### src/rtl/pll_seq_pkg.sv
package pll_seq_pkg;

    localparam int M_W   = 10;
    localparam int P_W   = 6;
    localparam int S_W   = 3;
    localparam int K_W   = 16;
    localparam int W_W   = 32;
    localparam int M_LSB = 12;
    localparam int P_LSB = 4;
    localparam int S_LSB = 0;

    typedef enum logic [1:0] {
        OP_RATE   = 2'd0,
        OP_PWR_UP = 2'd1,
        OP_PWR_DN = 2'd2,
        OP_NONE   = 2'd3
    } seq_op_e;

    typedef enum logic [2:0] {
        ST_IDLE,
        ST_RST_ON,
        ST_BYP_ON,
        ST_PROG,
        ST_SETTLE,
        ST_PU_REL,
        ST_LOCKWAIT
    } seq_state_e;

    typedef struct packed {
        seq_state_e       state;
        logic             rst_rel;
        logic             bypass;
        logic             lock_sel;
        logic             frac;
        logic [M_W-1:0]   m;
        logic [P_W-1:0]   p;
        logic [S_W-1:0]   s;
        logic [K_W-1:0]   k;
        logic [W_W-1:0]   div0;
        logic             div0_we;
        logic [W_W-1:0]   div1;
        logic             div1_we;
        logic             done;
        logic             err;
    } seq_regs_t;

    function automatic logic [W_W-1:0] build_div0(
        input logic [M_W-1:0] m,
        input logic [P_W-1:0] p,
        input logic [S_W-1:0] s
    );
        logic [W_W-1:0] w;
        w = '0;
        w[M_LSB +: M_W] = m;
        w[P_LSB +: P_W] = p;
        w[S_LSB +: S_W] = s;
        return w;
    endfunction

endpackage

### src/rtl/pll_seq_timer.sv
module pll_seq_timer #(
    parameter int TW = 20
) (
    input  logic          clk,
    input  logic          rst_n,
    input  logic          load,
    input  logic [TW-1:0] load_val,
    output logic          zero
);
    logic [TW-1:0] cnt_d, cnt_q;

    always_comb begin
        cnt_d = cnt_q;
        if (load)
            cnt_d = load_val;
        else if (cnt_q != '0)
            cnt_d = cnt_q - 1'b1;
    end

    always_ff @(posedge clk or negedge rst_n) begin
        if (!rst_n) cnt_q <= '0;
        else        cnt_q <= cnt_d;
    end

    assign zero = (cnt_q == '0);
endmodule

### src/rtl/pll_seq_match.sv
module pll_seq_match
    import pll_seq_pkg::*;
(
    input  logic [W_W-1:0] cur_div0,
    input  logic [M_W-1:0] req_m,
    input  logic [P_W-1:0] req_p,
    input  logic [S_W-1:0] req_s,
    output logic           mp_same,
    output logic [W_W-1:0] fast_word
);
    always_comb begin
        mp_same   = (cur_div0[M_LSB +: M_W] == req_m) &&
                    (cur_div0[P_LSB +: P_W] == req_p);
        fast_word = cur_div0;
        fast_word[S_LSB +: S_W] = req_s;
    end
endmodule

### src/rtl/pll_relock_seq.sv
module pll_relock_seq
    import pll_seq_pkg::*;
#(
    parameter int CLK_MHZ   = 100,
    parameter int SETTLE_NS = 3000,
    parameter int LOCK_US   = 10000
) (
    input  logic             clk,
    input  logic             rst_n,
    input  logic             cmd_valid,
    input  logic [1:0]       cmd_op,
    input  logic             cmd_frac,
    input  logic [M_W-1:0]   cmd_m,
    input  logic [P_W-1:0]   cmd_p,
    input  logic [S_W-1:0]   cmd_s,
    input  logic [K_W-1:0]   cmd_k,
    input  logic [W_W-1:0]   cur_div0,
    input  logic             pll_lock,
    output logic             busy_o,
    output logic             ctl_rst_rel_o,
    output logic             ctl_bypass_o,
    output logic             ctl_lock_sel_o,
    output logic [W_W-1:0]   div0_wdata_o,
    output logic             div0_we_o,
    output logic [W_W-1:0]   div1_wdata_o,
    output logic             div1_we_o,
    output logic             done_o,
    output logic             err_o
);
    localparam int SETTLE_RAW = (SETTLE_NS * CLK_MHZ + 999) / 1000;
    localparam int SETTLE_CYC = (SETTLE_RAW < 1) ? 1 : SETTLE_RAW;
    localparam int LOCK_RAW   = LOCK_US * CLK_MHZ;
    localparam int LOCK_CYC   = (LOCK_RAW < 1) ? 1 : LOCK_RAW;
    localparam int TMAX       = (SETTLE_CYC > LOCK_CYC) ? SETTLE_CYC : LOCK_CYC;
    localparam int TW         = $clog2(TMAX + 1);
    localparam int SW         = $clog2(SETTLE_CYC + 1);

    seq_regs_t      d, q;
    logic           mp_same;
    logic [W_W-1:0] fast_word;
    logic           tmr_load, tmr_zero;
    logic [TW-1:0]  tmr_val;

    pll_seq_match u_match (
        .cur_div0  (cur_div0),
        .req_m     (cmd_m),
        .req_p     (cmd_p),
        .req_s     (cmd_s),
        .mp_same   (mp_same),
        .fast_word (fast_word)
    );

    pll_seq_timer #(.TW(TW)) u_timer (
        .clk      (clk),
        .rst_n    (rst_n),
        .load     (tmr_load),
        .load_val (tmr_val),
        .zero     (tmr_zero)
    );

    always_comb begin
        d         = q;
        d.div0_we = 1'b0;
        d.div1_we = 1'b0;
        d.done    = 1'b0;
        d.err     = 1'b0;
        tmr_load  = 1'b0;
        tmr_val   = '0;
        case (q.state)
            ST_IDLE: begin
                if (cmd_valid) begin
                    case (seq_op_e'(cmd_op))
                        OP_RATE: begin
                            d.m    = cmd_m;
                            d.p    = cmd_p;
                            d.s    = cmd_s;
                            d.k    = cmd_k;
                            d.frac = cmd_frac;
                            if (mp_same) begin
                                d.div0    = fast_word;
                                d.div0_we = 1'b1;
                                d.div1    = {{(W_W-K_W){1'b0}}, cmd_k};
                                d.div1_we = cmd_frac;
                                d.done    = 1'b1;
                            end else begin
                                if (!cmd_frac) d.lock_sel = 1'b1;
                                d.state = ST_RST_ON;
                            end
                        end
                        OP_PWR_UP: begin
                            if (q.rst_rel) begin
                                d.done = 1'b1;
                            end else begin
                                d.bypass = 1'b1;
                                d.state  = ST_PU_REL;
                            end
                        end
                        OP_PWR_DN: begin
                            d.rst_rel = 1'b0;
                            d.done    = 1'b1;
                        end
                        default: ;
                    endcase
                end
            end
            ST_RST_ON: begin
                d.rst_rel = 1'b0;
                d.state   = ST_BYP_ON;
            end
            ST_BYP_ON: begin
                d.bypass = 1'b1;
                d.state  = ST_PROG;
            end
            ST_PROG: begin
                d.div0    = build_div0(q.m, q.p, q.s);
                d.div0_we = 1'b1;
                d.div1    = {{(W_W-K_W){1'b0}}, q.k};
                d.div1_we = q.frac;
                tmr_load  = 1'b1;
                tmr_val   = TW'(SETTLE_CYC - 1);
                d.state   = ST_SETTLE;
            end
            ST_SETTLE: begin
                if (tmr_zero) begin
                    d.rst_rel = 1'b1;
                    tmr_load  = 1'b1;
                    tmr_val   = TW'(LOCK_CYC - 1);
                    d.state   = ST_LOCKWAIT;
                end
            end
            ST_PU_REL: begin
                d.rst_rel = 1'b1;
                tmr_load  = 1'b1;
                tmr_val   = TW'(LOCK_CYC - 1);
                d.state   = ST_LOCKWAIT;
            end
            ST_LOCKWAIT: begin
                if (pll_lock) begin
                    d.bypass = 1'b0;
                    d.done   = 1'b1;
                    d.state  = ST_IDLE;
                end else if (tmr_zero) begin
                    d.done  = 1'b1;
                    d.err   = 1'b1;
                    d.state = ST_IDLE;
                end
            end
            default: d.state = ST_IDLE;
        endcase
    end

    always_ff @(posedge clk or negedge rst_n) begin
        if (!rst_n) begin
            q       <= '0;
            q.state <= ST_IDLE;
        end else begin
            q <= d;
        end
    end

    assign busy_o         = (q.state != ST_IDLE);
    assign ctl_rst_rel_o  = q.rst_rel;
    assign ctl_bypass_o   = q.bypass;
    assign ctl_lock_sel_o = q.lock_sel;
    assign div0_wdata_o   = q.div0;
    assign div0_we_o      = q.div0_we;
    assign div1_wdata_o   = q.div1;
    assign div1_we_o      = q.div1_we;
    assign done_o         = q.done;
    assign err_o          = q.err;

    // cycles since the last divider write, saturating at the settle length
    logic [SW-1:0] since_wr_d, since_wr_q;
    always_comb begin
        since_wr_d = since_wr_q;
        if (div0_we_o)                                since_wr_d = '0;
        else if (since_wr_q < SW'(SETTLE_CYC))        since_wr_d = since_wr_q + 1'b1;
    end
    always_ff @(posedge clk or negedge rst_n) begin
        if (!rst_n) since_wr_q <= '0;
        else        since_wr_q <= since_wr_d;
    end

    AST_RESET_STATE: assert property (@(posedge clk)
        !rst_n |-> (!ctl_rst_rel_o && !ctl_bypass_o && !done_o)) else $error("reset state");
    AST_BYP_IN_RESET: assert property (@(posedge clk) disable iff (!rst_n)
        $rose(ctl_bypass_o) |-> !ctl_rst_rel_o) else $error("bypass order");
    AST_LSEL_LEADS: assert property (@(posedge clk) disable iff (!rst_n)
        ($fell(ctl_rst_rel_o) && busy_o && !q.frac) |-> $past(ctl_lock_sel_o)) else $error("lock select order");
    AST_SETTLE_TIME: assert property (@(posedge clk) disable iff (!rst_n)
        ($rose(ctl_rst_rel_o) && $past(q.state) == ST_SETTLE) |-> (since_wr_q >= SW'(SETTLE_CYC - 1))) else $error("settle too short");
    AST_BYP_DROP_LOCKED: assert property (@(posedge clk) disable iff (!rst_n)
        $fell(ctl_bypass_o) |-> $past(pll_lock)) else $error("bypass left unlocked");
    AST_TIMEOUT_STATE: assert property (@(posedge clk) disable iff (!rst_n)
        err_o |-> (done_o && ctl_bypass_o && ctl_rst_rel_o)) else $error("timeout state");
    AST_FAST_KEEPS_CTL: assert property (@(posedge clk) disable iff (!rst_n)
        (div0_we_o && !busy_o) |-> ($stable(ctl_rst_rel_o) && $stable(ctl_bypass_o) && $stable(ctl_lock_sel_o))) else $error("fast path touched control");
    AST_DONE_IDLE: assert property (@(posedge clk) disable iff (!rst_n)
        done_o |-> !busy_o) else $error("done while busy");
endmodule

### config.mk
export PLATFORM = sky130hd
export DESIGN_NAME = pll_relock_seq
export DESIGN_NICKNAME = d
export VERILOG_FILES = /design/src/rtl/pll_seq_pkg.sv /design/src/rtl/pll_seq_timer.sv /design/src/rtl/pll_seq_match.sv /design/src/rtl/pll_relock_seq.sv
export SDC_FILE = /design/constraint.sdc
export NUM_CORES = 1
export LEC_CHECK = 0
export ABC_AREA = 0
export CAP_MARGIN = 20
export CELL_PAD_IN_SITES_DETAIL_PLACEMENT = 0
export CELL_PAD_IN_SITES_GLOBAL_PLACEMENT = 2
export CORE_MARGIN = 1.5
export CORE_UTILIZATION = 35
export DETAILED_ROUTE_END_ITERATION = 8
export DONT_BUFFER_PORTS = 1
export PLACE_DENSITY_LB_ADDON = 0.1
export RECOVER_POWER = 50
export SLEW_MARGIN = 20
export SYNTH_ARGS = -nofsm -noshare
export SYNTH_HDL_FRONTEND = slang
export SYNTH_SLANG_ARGS = --single-unit
export TNS_END_PERCENT = 100
### constraint.sdc
create_clock -name clk -period 1.98 [get_ports clk]
set_input_delay 0.396 -clock clk [delete_from_list [all_inputs] [get_ports clk]]
set_output_delay 0.396 -clock clk [all_outputs]
set_load 0.05 [all_outputs]
==> impl_metrics.csv, run 1 <==
group,metric,value,unit
run_status,outcome,"finished, violations left",
run_status,violations,"hold timing, setup timing",
routing,first_pass_iters,6,
sta,max_slew_margin,0.516,
critical_path,cp.arrival,2.28,ns
cells_and_area,area_growth,15.1,%
critical_path,reg2reg_depth,6,
critical_path,worstReg2RegEnd,"u_timer.cnt_q[7]",
floorplanning,io_pins,146,
power_and_ir_drop,p_switching,2.61,mW
sta,min_period,1.98,ns
logic_synthesis,yosys_warnings,0,
sta,whs,-0.315,ns
clock_tree,clkLatencyLatePin,0.41,ns
logic_synthesis,synth.distinct_cells,56,
cells_and_area,layout_common_cells,"133 x nand2_1, 114 x dfrtp_1, 49 x buf_4",
grt,antenna_found_initial,0,
clock_tree,cts_made_buffers,17,
sta,timing_hold_violations_final,114,
floorplanning,coreArea,0.0159,mm2
routing,first_iter_violations,184,
sta,drv_slew,0,
cells_and_area,layoutNonFillerInstCount,813,
critical_path,reg2reg_slack,-0.002,ns
critical_path,setup.worst_path.start,"u_timer.cnt_q[3]",
clock_tree,cts_buffer_depth,2,
job,cap_violations,0,
logic_synthesis,yosys_register_bits,114,
power_and_ir_drop,power.share.combinational,0.186,
routing,wl_per_cell,17.7,um
grt,grt_pass1_vias,4098,
sta,setup_viol,1,
routing,drtAntennaViolNets,0,
grt,overflow,0,
cells_and_area,layout_commonest_cell,"nand2_1",
floorplanning,die-height,131,um
power_and_ir_drop,switching_share,0.328,
cells_and_area,n_antenna_cell,0,
logic_synthesis,synth_area,0.00575,mm2
logic_synthesis,synthCells,588,
logic_synthesis,yosysSeqAreaShare,0.496,
cells_and_area,num-nets-final,660,
critical_path,critPathRequiredTime,2.28,ns
routing,vias,4120,
critical_path,r2r-start,"u_timer.cnt_q[3]",
floorplanning,die_x,131,um
place,globalplace.congestion,0.766,
clock_tree,htree_levels,4,
clock_tree,cts.clk_slew.worst_paths,0.05,ns
routing,vias_per_cell,5.07,
floorplanning,die_area,0.0172,mm2
place,place_hpwl,9480,um
power_and_ir_drop,p_clk_frac,0.347,
power_and_ir_drop,seqPwrFrac,0.467,
clock_tree,cts_tree,"built",
critical_path,setup.worst_path.end,"u_timer.cnt_q[7]",
clock_tree,cts_sinks,114,
power_and_ir_drop,vdd_drop_max,635,uV
routing,drt-total-wl,14400,um
power_and_ir_drop,internal_power,5.34,mW
sta,grt_setup_unrepaired,"yes",
critical_path,critPathMaxStageDelay,0.55,ns
critical_path,crit_path_top_delay_cell,"or4_1",
power_and_ir_drop,power_density,1200,mW/mm2
grt,grt_max_degree,115,
critical_path,crit_path_end_kind,"flop",
logic_synthesis,async_flop_share,1.00,
power_and_ir_drop,total_leakage_power,3.09,nW
logic_synthesis,synth_edf_count,0,
place,dp.cells,778,
sta,period_share,1.00,
sta,finalClockSkew,0.00631,ns
cells_and_area,fill_cells,1590,
sta,tightestPinTransition,0.726,ns
critical_path,cp_max_fo,3,
critical_path,cp_cell_sequence,"buf_4 > or4_1 > or4_1 > a21oi_2 > xnor2_1 > nor2_1",
floorplanning,start_util,0.361,
sta,timing.fmax,505,MHz
grt,grt.total_usage,0.172,
place,portBuffers,0,
critical_path,crit_top_cell,"or4_1",
sta,fin_ws,-0.00183,ns
clock_tree,root_buffer,"clkbuf_16",
floorplanning,row_count,46,
critical_path,crit_type,"flop to flop",
critical_path,start_kind,"flop",
logic_synthesis,synth-main-ff-cell,"dfrtp_1",
logic_synthesis,synth.avg_cell_area,9.78,um2
grt,grt_pass1_wl,23200,um
routing,route.detailed.drc,0,
worst_hold_path,hold_class,"primary input to asynchronous set/reset pin",
cells_and_area,layout-drive-gt1-share,0.186,
[cells in the mapped netlist (5+ instances only)]
| cell type | instances | area (um2) |
|---|---|---|
| clkbuf_1 | 23 | 86.3 |
| nor2_1 | 14 | 52.6 |
| o21ai_0 | 16 | 80.1 |
| nand3_1 | 15 | 75.1 |
| nor3_1 | 5 | 25.0 |
| inv_1 | 8 | 30.0 |
| xnor2_1 | 28 | 245 |
| a31oi_1 | 7 | 43.8 |
| a221o_1 | 35 | 350 |
| nand2_1 | 133 | 499 |
| a21oi_1 | 10 | 50.1 |
| buf_2 | 7 | 35.0 |
| nand4_1 | 5 | 31.3 |
| buf_4 | 67 | 503 |
| and2_1 | 36 | 225 |
| dfrtp_1 | 114 | 2850 |
[power by group through the flow]
stage | Combinational, mW | Clock, mW | Sequential [mW]
2_1_floorplan | 1.41 | 0 | 3.31
3_3_place_gp | 1.37 | 0 | 3.72
3_5_place_dp | 1.41 | 0 | 3.73
4_1_cts | 1.47 | 2.83 | 3.71
5_1_grt | 1.66 | 2.96 | 3.78
6_report | 1.48 | 2.75 | 3.71
[routing by layer]
| metal | track usage | routed length (um) | up-vias |
|---|---|---|---|
| met5 | 0 | 0 | - |
| met4 | 0.0568 | 248 | 0 |
| met3 | 0.0714 | 1060 | 18 |
| met2 | 0.260 | 6620 | 120 |
| met1 | 0.222 | 6480 | 2057 |
| li1 | - | - | 1925 |
[worst max-delay path: cells and delay by family (launching register included)]
family                 cells  cell delay (ns)
flip-flops                 1             0.42
buffers and inverters      1             0.17
AO/OA/AOI/OAI              1             0.13
AND/OR/NAND/NOR            3             1.04
XOR/XNOR                   1             0.13
[state kept, by name (all words and copies together) (netlist names)]
register / count
ctl_rst_rel_o: 1
q: 39
div0_we_o: 1
done_o: 1
div1_wdata_o: 16
ctl_bypass_o: 1
ctl_lock_sel_o: 1
div0_wdata_o: 32
err_o: 1
div1_we_o: 1
u_timer.cnt_q: 20
[through the flow]
step	power [mW]	instance area (um2)	TNS [ns]	setup WS, ns	utilization
3_5_place_dp	5.14	5990	-6.14	-0.141	0.376
2_1_floorplan	4.72	5840	0	0.00672	-
4_1_cts	8.02	6580	-0.00569	-0.00569	0.413
3_3_place_gp	5.09	5990	-4.87	-0.110	0.376
6_report	7.94	6620	-0.00183	-0.00183	0.415
5_1_grt	8.40	6620	-0.951	-0.120	0.415
[logic make-up after synthesis]
| logic type | count (synthesis) | share of synthesized area |
|---|---|---|
| xor gates and xnor gates | 31 | 0.0472 |
| adders and majority gates | 2 | 0.00435 |
| DFF | 114 | 0.496 |
| and+or+nand+nor | 241 | 0.210 |
| AOI/OAI and AO/OA | 94 | 0.128 |
| buffers and inverters | 105 | 0.114 |
| other | 1 | 0.000652 |
[cell type report]
type / count / area (um2) / area share
Clock buffer: 22 / 474 / 0.0716
Clock inverter: 10 / 60.1 / 0.00907
Inverter: 8 / 30.0 / 0.00454
Multi-Input combinational cell: 384 / 2400 / 0.362
Sequential cell: 114 / 2850 / 0.431
Tap cell: 216 / 270 / 0.0408
Timing Repair Buffer: 59 / 534 / 0.0807
[worst min-delay path by stage]
stage | endpoint | slack (ns) | cells past startpoint
6_report | u_timer.cnt_q[13] | -0.32 | 0
5_1_grt | ctl_rst_rel_o | -0.34 | 0
4_1_cts | q[85] | -0.33 | 0
3_5_place_dp | u_timer.cnt_q[13] | 0.11 | 0
3_3_place_gp | u_timer.cnt_q[12] | 0.11 | 0
2_1_floorplan | ctl_bypass_o | 0.10 | 0
[repair_timing]
action / CTS / global route
buffers inserted: 2 / 1
pin swaps: 4 / 1
hold endpoints to repair: 114 / 114
resized for setup: 13 / 6
endpoints found under the setup margin: 15 / 65
No activity file was read; power rests on OpenSTA's default activity.
==> run 2, diff against run 1 <==
Settings changed: SETUP_SLACK_MARGIN set to 0.15.
==> run 2 against run 1 <==
Compared with the run above: power is 10% higher; hold slack worse by 0.0026 ns; register-to-register slack worse by 0.04 ns; critical path depth stayed put; critical endpoint is now u_timer.cnt_q[17]; global-route usage is 0.34 points higher; die area stayed put; largest cell class unchanged; final cell count is 2.2% higher; routed wire length is 2.4% higher; flip-flop and latch count stayed put; non-clock buffer count is 21 higher; the flow still finishes with violations (hold timing, setup timing); core utilization is 3.5 points higher; first-iteration DRC count is 4.9% higher.
==> impl_metrics.csv, run 2 (synthesis results as in run 1) <==
group,metric,value,unit
cells_and_area,n_antenna_cell,0,
cells_and_area,top_register,"q",
sta,max_slew_margin,0.486,
clock_tree,cts.clk_slew.worst_paths,0.05,ns
job,cap_violations,0,
sta,drv_slew,0,
critical_path,critPathRequiredTime,2.31,ns
routing,vias,4154,
floorplanning,io_pins,146,
critical_path,start_kind,"flop",
floorplanning,row_count,46,
routing,first_pass_iters,4,
routing,first_iter_violations,193,
critical_path,crit_path_end_kind,"flop",
sta,tns,-0.142,ns
floorplanning,die_area,0.0172,mm2
critical_path,crit_type,"flop to flop",
clock_tree,htree_levels,4,
cells_and_area,finalInstanceArea,0.00717,mm2
cells_and_area,layout_common_cells,"132 x nand2_1, 112 x dfrtp_1, 51 x buf_4",
worst_hold_path,hold_class,"primary input to asynchronous set/reset pin",
cells_and_area,largest_register_ffs,39,
grt,grt_use_met2,0.281,
grt,grt.total_usage,0.175,
clock_tree,cts_buffer_depth,2,
place,portBuffers,0,
critical_path,reg2reg_depth,6,
routing,route.detailed.drc,0,
run_status,outcome,"finished, violations left",
place,dpl-instance-area,0.00603,mm2
routing,vias_per_cell,5.00,
sta,timing_hold_violations_final,114,
cells_and_area,layout_commonest_cell,"nand2_1",
cells_and_area,fin_util,0.450,
floorplanning,die_x,131,um
floorplanning,start_util,0.361,
floorplanning,die-height,131,um
cells_and_area,num-nets-final,681,
sta,tightestPinTransition,0.771,ns
sta,timing.fmax,494,MHz
grt,grt_pass1_vias,4301,
sta,fin_ws,-0.0425,ns
grt,antenna_found_initial,0,
grt,overflow,0,
power_and_ir_drop,power.total,8.75,mW
routing,drt-total-wl,14700,um
grt,grt-busiest-layer,"met2",
power_and_ir_drop,total_leakage_power,3.32,nW
place,dp.cells,781,
sta,whs,-0.318,ns
sta,period_share,1.02,
routing,wl_per_cell,17.7,um
sta,grt_setup_unrepaired,"yes",
grt,grt_use_met3,0.0637,
clock_tree,clkLatencyLatePin,0.41,ns
cells_and_area,multiInputGateArea,0.00261,mm2
sta,setup_viol,6,
cells_and_area,ff_latch_area,0.00286,mm2
grt,gr-usage-met1,0.219,
clock_tree,cts_made_buffers,17,
sta,finalClockSkew,0.00699,ns
place,place_hpwl,9320,um
critical_path,cp.arrival,2.35,ns
power_and_ir_drop,power_density,1220,mW/mm2
place,dp_slack,-0.192,ns
floorplanning,coreArea,0.0159,mm2
clock_tree,root_buffer,"clkbuf_16",
cells_and_area,area_growth,24.7,%
run_status,violations,"hold timing, setup timing",
grt,grt_max_degree,115,
place,globalplace.congestion,0.814,
power_and_ir_drop,vdd_drop_max,677,uV
clock_tree,cts_tree,"built",
cells_and_area,layout-drive-gt1-share,0.262,
sta,min_period,2.02,ns
routing,drtAntennaViolNets,0,
clock_tree,cts_sinks,114,
cells_and_area,layoutNonFillerInstCount,831,
grt,grt_pass1_wl,23400,um
cells_and_area,fill_cells,1515,
critical_path,cp_max_fo,3,
## run 2: critical path: stages, from the launching register on
cell	delay, ns
dfrtp_1	0.38
buf_6	0.13
nor4_4	0.32
nand4_2	0.17
or4_4	0.45
or3_4	0.34
a31oi_1	0.17
## run 2: power by group
part / leakage [nW] / internal, mW / switching [mW] / total [mW]
Sequential: 1.49 / 2.90 / 0.811 / 3.71
Clock: 0.307 / 2.19 / 1.03 / 3.22
Combinational: 1.52 / 0.960 / 0.854 / 1.81
## run 2: what timing repair did
action                     4_1_cts  5_1_grt
setup buffers                    7       12
setup endpoints to repair       25       77
cloned                           0        2
pin swaps                       14       16
gates resized for setup         54       23
hold endpoints to repair       114      114
## run 2: worst paths after layout
check	end	start	slack, ns
setup / recovery	u_timer.cnt_q[17]	u_timer.cnt_q[1]	-0.04
hold / removal	u_timer.cnt_q[12]	rst_n	-0.32
setup reg to reg	u_timer.cnt_q[17]	u_timer.cnt_q[1]	-0.04
hold reg to reg	q[74]	q[74]	0.46
max in group asynchronous	div0_wdata_o[12]	rst_n	2.09
min in group clk	err_o	pll_lock	0.04
## run 2: layout make-up
class	instances	share of cell area
flip-flops and latches	114	0.398
multi-input cells	384	0.363
repair buffers	80	0.110
clock buffers	25	0.0733
well taps	216	0.0377
clock inverters	4	0.0133
inverters	8	0.00419
## run 2: per-layer routing
layer | wire length [um] | part of all wire | vias up
met3 | 949 | 0.064 | 20
met4 | 238 | 0.016 | 0
li1 | - | - | 1976
met2 | 7110 | 0.48 | 131
met1 | 6440 | 0.44 | 2027
met5 | 0 | 0 | -
